`src/rtl/sync_detect.sv`:
```
module sync_detect #(
  parameter int MAX_LEN = 24,
  parameter int PKT_W   = 8,
  parameter int LEN_W   = $clog2(MAX_LEN + 1)
) (
  input  logic               clk,
  input  logic               rst_n,
  input  logic               bit_en,
  input  logic               bit_in,
  input  logic [1:0]         cfg_mode,
  input  logic [MAX_LEN-1:0] cfg_word,
  input  logic [LEN_W-1:0]   cfg_len,
  input  logic [1:0]         cfg_tol,
  input  logic [PKT_W-1:0]   cfg_pkt_bytes,
  input  logic               four_level,
  input  logic               sync_clr,
  output logic               detect,
  output logic               irq,
  output logic               sym_first
);
  localparam int CNT_W = PKT_W + 3;

  logic [MAX_LEN-1:0] shreg, shnext;
  logic [LEN_W-1:0]   errs;
  logic [CNT_W-1:0]   left;
  logic               hit, phase, match;

  assign shnext = {shreg[MAX_LEN-2:0], bit_in};

  always_comb begin
    errs = '0;
    for (int i = 0; i < MAX_LEN; i++)
      if (LEN_W'(i) < cfg_len)
        errs = errs + LEN_W'(shnext[i] ^ cfg_word[i]);
  end

  assign match = bit_en && !hit && (errs <= LEN_W'(cfg_tol));

  always_ff @(posedge clk or negedge rst_n) begin
    if (!rst_n) begin
      shreg <= '0;
      hit   <= 1'b0;
      phase <= 1'b0;
      left  <= '0;
    end else begin
      if (bit_en) begin
        shreg <= shnext;
        phase <= match ? 1'b0 : ~phase;
      end
      if (sync_clr) begin
        hit  <= 1'b0;
        left <= '0;
      end else if (match && cfg_mode != 2'b00) begin
        hit  <= !(cfg_mode == 2'b10 && cfg_pkt_bytes == '0);
        left <= {cfg_pkt_bytes, 3'b000};
      end else if (bit_en && hit && cfg_mode == 2'b10) begin
        left <= left - 1'b1;
        if (left == CNT_W'(1)) hit <= 1'b0;
      end
    end
  end

  assign detect    = hit && (cfg_mode == 2'b01 || cfg_mode == 2'b10);
  assign irq       = hit && (cfg_mode == 2'b11);
  assign sym_first = !four_level || !phase;
endmodule

```
`config.mk`:
```
export PLATFORM = sky130hd
export DESIGN_NAME = sync_detect
export DESIGN_NICKNAME = d
export VERILOG_FILES = /design/src/rtl/sync_detect.sv
export SDC_FILE = /design/constraint.sdc
export NUM_CORES = 1
export LEC_CHECK = 0
export ABC_AREA = 1
export CORE_ASPECT_RATIO = 1.4
export CORE_MARGIN = 2
export CORE_UTILIZATION = 58
export CTS_BUF_LIST = sky130_fd_sc_hd__clkbuf_4 sky130_fd_sc_hd__clkbuf_8
export CTS_CLUSTER_DIAMETER = 40
export DETAILED_ROUTE_END_ITERATION = 6
export GPL_TIMING_DRIVEN = 0
export PLACE_DENSITY = 0.9
export SLEW_MARGIN = 20
export SYNTH_ARGS = -nofsm -noshare
export SYNTH_HDL_FRONTEND = slang
export SYNTH_SLANG_ARGS = --single-unit
```
`constraint.sdc`:
```
create_clock -name clk -period 15.8 [get_ports clk]
set_clock_uncertainty 0.2 [all_clocks]
set_input_delay 1.58 -clock clk [delete_from_list [all_inputs] [get_ports clk]]
set_output_delay 1.58 -clock clk [all_outputs]
set_load 0.05 [all_outputs]
```
# Word level (Yosys, flattened, before mapping)
# Index checks and enable logic that the tools add are counted.
# word_totals
regBits	36
latchBits	0
ram_bits	0
rom_bits	0
n_memories	0
# classes
add_sub_neg	24
mul	0
div	0
order_cmp	25
eq_ne	4
shift	0
mux	32
bitwise	25
n_reduce_logical	19
# ops
op	count
adder 5 x 1 -> 5 bit	23
2-to-1 mux 5 bit	23
less-than comparator 4 x 5 -> 1 bit, first input constant	8
less-than comparator 5 bit, first input constant	8
2-to-1 mux 11 bit	3
bitwise XOR 1 bit	24
less-than comparator 3 x 5 -> 1 bit, first input constant	4
== test 11 x 1 -> 1 bit, second input constant	1
subtractor 11 x 1 -> 11 bit, second input constant	1
less-than comparator 1 x 5 -> 1 bit, first input constant	2
less-than comparator 2 x 5 -> 1 bit, first input constant	2
logical AND 1 bit	8
zero test 8 bit	1
2-to-1 mux 1 bit	6
nonzero test 3 bit	2
<= comparator 5 x 2 -> 1 bit	1
== test 2 bit, second input constant	2
zero test 1 bit	4
== test 2 x 1 -> 1 bit, second input constant	1
logical OR 1 bit	2
AND reduction 2 bit	1
nonzero test 2 bit	1
NOT 1 bit	1

# Logic depth before layout (Yosys ltp)
# Gate-level depths: netlist (run 1).
# depth
ltp_word	53
depth_mapped	92

# Least setup slack after synthesis (run 1)
# Ideal clock, no wire load.
# synth_path
kind	input to register
from	in cfg_len[2]
to	reg left[10]
setup_time_ns	0.065
arrival_ns	15.497
t_required_ns	15.535
setup_slack_ns	0.037
path_stages	91
n_path_buf	2
cell_sequence	buf_4 > nor2_2 > nand2_2 > o21ai_0 > inv_1 > ha_1 > nand2_1 > o21ai_0 > ha_1 > ha_1 > nand2_1 > o21ai_0 > ha_1 > nand2_1 > nand2_2 > ha_1 > nand2_1 > nand2_1 > [... 55 more ...] > inv_1 > ha_1 > o21ai_0 > inv_1 > ha_1 > nand2_1 > o21ai_0 > ha_1 > inv_1 > o21bai_1 > a211oi_1 > nand2_1 > a21oi_4 > nand3_4 > buf_6 > a21oi_4 > nand2_1 > nand2_1
# synth_via
elab_chain_len	53
# synth_lines
item	line_no	source
start: declaration	12	input logic [LEN_W-1:0] cfg_len,
less-than comparator 1 x 5 -> 1 bit	33	if (LEN_W'(i) < cfg_len)
2-to-1 mux 1 bit	33	
adder 5 x 1 -> 5 bit	34	errs = errs + LEN_W'(shnext[i] ^ cfg_word[i]);
2-to-1 mux 5 bit	33	
adder 5 x 1 -> 5 bit	34	
2-to-1 mux 5 bit	33	
adder 5 x 1 -> 5 bit	34	
2-to-1 mux 5 bit	33	
[... 37 more ...]	n/a	
2-to-1 mux 5 bit	33	
adder 5 x 1 -> 5 bit	34	
2-to-1 mux 5 bit (*)	33	
<= comparator 5 x 2 -> 1 bit (*)	37	assign match = bit_en && !hit && (errs <= LEN_W'(cfg_tol));
logical AND 1 bit (*)	37	
logical AND 1 bit (*)	53	end else if (match && cfg_mode != 2'b00) begin
2-to-1 mux 11 bit	53	
2-to-1 mux 11 bit	50	if (sync_clr) begin
end signal: assignment	55	left <= {cfg_pkt_bytes, 3'b000};
end signal: assignment	57	left <= left - 1'b1;
end: declaration	25	logic [CNT_W-1:0] left;
# Mark *: on every way between the ends. The rest lies on a longest branch, timed or not.
# A chain may end at the register's enable or synchronous reset.

# Worst setup path in the final report (run 1)
# layout_path
from	in cfg_len[1]
to	reg left[7]
# The elaborated chain is that of the path after synthesis.

==> results.yml, run 1 <==
status:
  status: "finished, final reports clean"
timing:
  hold_viol: 0
  fin_crit_sh_pct: 96.54
  fmax_mhz: 65.56
  fin_crit_ns: 15.25
  tns_ns: 0
  slew_headroom_pct: 59.98
  drv_slew: 0
  setup_viol: 0
  tightest_slew_ns: 0.5941
synth:
  ys_seq_area_share_pct: 16.86
  syn_inst: 881
  avgSynthCellArea_um2: 6.066
  synth_fp_nets: 981
  ys_warn_count: 0
  ys_ff_latch: 36
  syn_area_um2: 5344
  yosysUniqueCellTypes: 37
placement:
  place_congestion: 0.8850
  port_buffers: 47
  hpwl_um: 9843
clock_network:
  root_buffer: "clkbuf_8"
  path_clk_slew_ns: 0.07
  h-tree-depth: 2
  clkSinkCount: 36
  cts_tree: "yes"
  clk_path_buf_depth: 2
  cts_buffers: 5
  clock_latency_ns: 0.29
routing:
  wirelength_um: 13640
  drt_iter0_markers: 285
  drc_errors: 0
  drt-vias-per-instance: 5.367
  vias: 5732
  firstDrtPassIters: 5
  drtAntennaViolNets: 0
  wl_per_cell_um: 12.78
power_and_ir_drop:
  sw_frac_of_total_pct: 53.66
  power.density_nw_per_um2: 184.9
  p_sw_mw: 0.6487
  seqPwrFrac_pct: 10.3
  power_frac_clock_pct: 6.7
  internal_power_mw: 0.5602
  leakage_nw: 3.577
  comb_power_share_pct: 82.9
  peakVddDrop_mv: 0.1672
worst_setup_path:
  cp_slowest_stage_delay_ns: 0.33
  cpMostUsedCell: "nand2_2"
  worst_ep_required_time_ns: 15.83
  cpMaxStageDelayCell: "ha_2"
  worstSetupPathType: "primary input to flop"
  worst_setup_path_start_kind: "primary input"
  crit_fanout: 8
  cp_top_family: "adder cells"
  cp-end-kind: "flop"
  critPathArrivalTime_ns: 15.28
  path_buf_inv: 14
cells_and_area:
  final_nets: 1060
  fillCellCount: 633
  finish.utilization_pct: 72.81
  syn2layout_area_growth_pct: 22.31
  layout-drive-gt1-share_pct: 19.56
  antenna_cells: 0
grt:
  antenna_found_initial: 0
  grt_pass1_vias: 5478
  grt_pass1_wl_um: 22140
  grt_max_degree: 32
  grt.total_usage_pct: 25.95
  grt.overflow.total: 0
die:
  chipWidth_um: 85.13
  initial_core_util_pct: 59.53
  core_um2: 8977
  num_rows: 41
  die_h_um: 117.6
  ios: 50
  die-area_um2: 10010
min_path:
  hold_path.class: "flop to flop"
flow_run:
  drv_cap: 0
## Yosys cell counts, drive strengths merged
cell type	n	share of area, %
o22ai	1	0.12
xor2	30	4.9
nor2	67	5.1
a21boi	1	0.14
nand3	90	10
and2	1	0.12
nand4	14	1.6
ha	53	12
nor3	2	0.19
o211ai	2	0.28
o21bai	1	0.14
a31oi	7	0.82
dfrtp	36	17
clkbuf	4	0.28
buf	5	0.77
nor4	4	0.47
or2	13	1.5
nand3b	14	2.0
o21ai	37	3.5
nand2	334	26
a211oi	1	0.14
xnor2	3	0.49
inv	149	10
clkinv	2	0.14
a21oi	10	1.4
## power by group through the flow
stage               Combinational, mW  Sequential, mW  Clock [mW]
global placement                0.775           0.126           0
finish                           1.00           0.125      0.0811
global route                     1.13           0.127      0.0856
detailed placement              0.805           0.126           0
CTS                             0.868           0.125      0.0810
floorplan                       0.674           0.122           0
## tightest hold or removal path: cells and delay by family, from the launching register on
kind,cells,cell delay [ns]
flip-flops,1,0.37
AND/OR/NAND/NOR,2,0.12
## final cells by class
cell class	count	area (um^2)	area share, %
Inverter	151	566.8	8.672
Tap cell	107	133.9	2.048
Sequential cell	36	900.9	13.78
Timing Repair Buffer	73	684.4	10.47
Clock inverter	3	42.54	0.6508
Clock buffer	5	68.82	1.053
Multi-Input combinational cell	685	4094	62.63
Buffer	8	45.04	0.6891
## kinds of logic (layout without fill, tap and decap cells)
| logic type | after synthesis | count (layout) | share of synthesized area [%] |
|---|---|---|---|
| compound gates | 60 | 60 | 6.462 |
| xor+xnor | 33 | 33 | 5.409 |
| fa+ha+maj | 53 | 53 | 12.41 |
| buf+inv | 160 | 240 | 11.66 |
| flops | 36 | 36 | 16.86 |
| simple gates | 539 | 539 | 47.20 |
## final timing paths
| kind | to | slack (ns) | startpoint | cells after the start |
|---|---|---|---|---|
| setup / recovery | left[7] | 0.55 | cfg_len[1] | 91 |
| hold / removal | left[6] | 0.32 | left[6] | 2 |
| setup reg to reg | left[7] | 2.06 | shreg[0] | 87 |
| hold reg to reg | left[6] | 0.32 | left[6] | 2 |
| max in group asynchronous | shreg[5] | 14.06 | rst_n | 2 |
| min in group asynchronous | hit | 0.92 | rst_n | 1 |
## state kept, by name, summed over array words and instances (netlist names)
register / flops
left: 11
phase: 1
hit: 1
shreg: 23
## routing by layer
| metal | share of wire [%] | vias to the layer above | GRT usage [%] |
|---|---|---|---|
| met5 | 0 | - | 0 |
| met4 | 4.6 | 0 | 11.01 |
| met3 | 3.6 | 58 | 3.156 |
| met2 | 53 | 156 | 49.61 |
| met1 | 39 | 2586 | 27.69 |
| li1 | - | 2932 | - |
## stage by stage
step                      hold WS, ns  instances  setup slack, ns  total power [mW]  area (um^2)
after global routing           0.3416       1068          -0.1758             1.347         6536
after CTS                      0.3249       1058         0.005334             1.074         6265
after global placement         0.2814       1035           -1.519            0.9012         5948
after floorplan                0.2610        881          0.03737            0.7958         5344
after detailed placement       0.3059       1036           -1.750            0.9310         5963
final                          0.3214       1068           0.5474             1.209         6536
## cells in the final DEF, fill, tap and decap left out, types with 17 or more instances in the layout
| cell type | netlist | layout |
|---|---|---|
| nand3_2 | 17 | 17 |
| clkdlybuf4s50_1 | 0 | 41 |
| nor2_1 | 61 | 60 |
| ha_1 | 53 | 38 |
| xor2_1 | 30 | 30 |
| buf_4 | 4 | 28 |
| nand2_1 | 284 | 264 |
| nand3_1 | 72 | 72 |
| inv_1 | 142 | 137 |
| nand2_2 | 49 | 69 |
| o21ai_0 | 36 | 29 |
| dfrtp_1 | 36 | 36 |
## repair_timing
action                                  CTS  global route
pin swaps                                19            32
resized for setup                        39            38
endpoints found under the setup margin   13            13
setup buffers                            14            12
hold buffers                              0             0
Note: power is estimated with default switching activity, not from simulation.
==> run 2: changes to the inputs <==
--- a/config.mk
+++ b/config.mk
@@ -7,13 +7,13 @@
 export LEC_CHECK = 0
 export ABC_AREA = 1
 export CORE_ASPECT_RATIO = 1.4
-export CORE_MARGIN = 2
-export CORE_UTILIZATION = 58
+export CORE_MARGIN = 8
+export CORE_UTILIZATION = 50
 export CTS_BUF_LIST = sky130_fd_sc_hd__clkbuf_4 sky130_fd_sc_hd__clkbuf_8
 export CTS_CLUSTER_DIAMETER = 40
 export DETAILED_ROUTE_END_ITERATION = 6
 export GPL_TIMING_DRIVEN = 0
-export PLACE_DENSITY = 0.9
+export PLACE_DENSITY = 0.8
 export SLEW_MARGIN = 20
 export SYNTH_ARGS = -nofsm -noshare
 export SYNTH_HDL_FRONTEND = slang
==> run 2 against run 1 <==
Effect of this change:
- first-iteration DRC count decreased by 16%
- sequential power about the same
- critical path depth unchanged
- via count fell by 3.5%
- worst hold slack got worse by 0.012 ns
- routed wire length down 4.0%
- critical path type unchanged
==> results.yml, run 2 (synthesized netlist as in run 1, its figures left out) <==
status:
  status: "finished, final reports clean"
die:
  ios: 50
  initial_core_util_pct: 51.36
  die_h_um: 138.3
  chipWidth_um: 103.4
  die-area_um2: 14300
  core_um2: 10410
  num_rows: 44
cells_and_area:
  layout-drive-gt1-share_pct: 20.12
  largest_reg_flops: 23
  syn2layout_area_growth_pct: 25.24
  largestRegisters: "shreg (23), left (11)"
  regMostFlops: "shreg"
  final_cell_area_um2: 6693
  final_common_cell: "nand2_1"
  layout_common_cells: "nand2_1 (261), inv_1 (138), nand3_1 (72)"
  final_nets: 1063
  final_cells: 1102
  antenna_cells: 0
grt:
  grt_max_degree: 33
  antenna_found_initial: 0
  grt_pass1_wl_um: 21480
  grt_pass1_vias: 5152
  grt.total_usage_pct: 17.80
  grt.overflow.total: 0
clock_network:
  clkSinkCount: 36
  h-tree-depth: 2
  path_clk_slew_ns: 0.07
  hold_buffers: 0
  cts_buffers: 5
  clk_path_buf_depth: 2
  root_buffer: "clkbuf_8"
  cts_tree: "yes"
  clock_latency_ns: 0.29
placement:
  dpl.cell_count: 1067
  placed_area_um2: 6002
  hpwl_um: 9897
  port_buffers: 47
  place_congestion: 0.8856
timing:
  tns_ns: 0
  tightest_slew_ns: 0.5192
  fmax_mhz: 65.19
  drv_slew: 0
  setup_viol: 0
  hold_slack_ns: 0.3095
  fin_crit_sh_pct: 97.09
  fin_crit_ns: 15.34
  slew_headroom_pct: 65.39
  hold_viol: 0
worst_setup_path:
  cpMaxStageDelayCell: "clkdlybuf4s50_1"
  cp-end-kind: "flop"
  worstSetupPathType: "primary input to flop"
  critPathArrivalTime_ns: 15.37
  cpMostUsedCell: "nand2_2"
  cp_slowest_stage_delay_ns: 0.47
  crit_fanout: 8
  worst_setup_path_start_kind: "primary input"
  worst_ep_required_time_ns: 15.83
power_and_ir_drop:
  leakage_nw: 3.628
  finalPower_mw: 1.222
  peakVddDrop_mv: 0.1034
  power.density_nw_per_um2: 182.6
routing:
  wirelength_um: 13100
  drc_errors: 0
  vias: 5532
  drt_iter0_markers: 238
  firstDrtPassIters: 5
  drt-vias-per-instance: 5.020
  wl_per_cell_um: 11.89
  drtAntennaViolNets: 0
flow_run:
  drv_cap: 0
min_path:
  hold_path.class: "flop to flop"
-- run 2: final cells by class --
cell class / count / area (um^2)
Inverter: 151 / 566.8
Clock inverter: 3 / 90.09
Fill cell: 883 / 3712
Tap cell: 138 / 172.7
Sequential cell: 36 / 900.9
Buffer: 9 / 56.30
Multi-Input combinational cell: 685 / 4138
Timing Repair Buffer: 75 / 699.4
Clock buffer: 5 / 68.82
-- run 2: final timing paths --
| kind | from | end | slack, ns | depth (start not counted) |
|---|---|---|---|---|
| worst max-delay path | cfg_word[0] | left[4] | 0.46 | 91 |
| worst min-delay path | left[4] | left[4] | 0.31 | 2 |
| worst max register to register | shreg[0] | left[4] | 1.94 | 88 |
| worst min register to register | left[4] | left[4] | 0.31 | 2 |
| max in group asynchronous | rst_n | shreg[6] | 14.09 | 2 |
| min in group asynchronous | rst_n | hit | 0.91 | 1 |
-- run 2: routing by layer --
metal | share of wire, % | up-vias | track usage, % | wire length, um
met5 | 0 | - | 0 | 0
met4 | 2.4 | 0 | 5.891 | 312
met3 | 3.0 | 26 | 2.362 | 394
met2 | 53 | 101 | 32.66 | 6965
met1 | 41 | 2474 | 19.93 | 5426
li1 | - | 2931 | - | -
-- run 2: worst max-delay path: cells and delay by family --
family	cells	cell delay (ns)
fa+ha+maj	24	6.23
simple gates	38	4.09
buf+inv	14	1.39
compound gates	14	1.85
xor+xnor	1	0.18
-- run 2: through the flow --
step	setup WS (ns)	util, %
after global routing	-0.3069	64.32
after floorplan	0.03737	-
after global placement	-1.574	57.54
final	0.4600	64.32
after detailed placement	-1.706	57.68
after CTS	0.02006	61.68
-- run 2: report_power, final --
group	switching [mW]	internal, mW
sequential	0.0163	0.109
clock	0.0340	0.0790
combinational	0.576	0.408
total	0.626	0.596
-- run 2: repair_timing --
action                                  in CTS  in global routing
gates resized for setup                     39                 42
pin swaps                                   17                 35
endpoints found under the setup margin      13                 13
buffers inserted                            21                  6
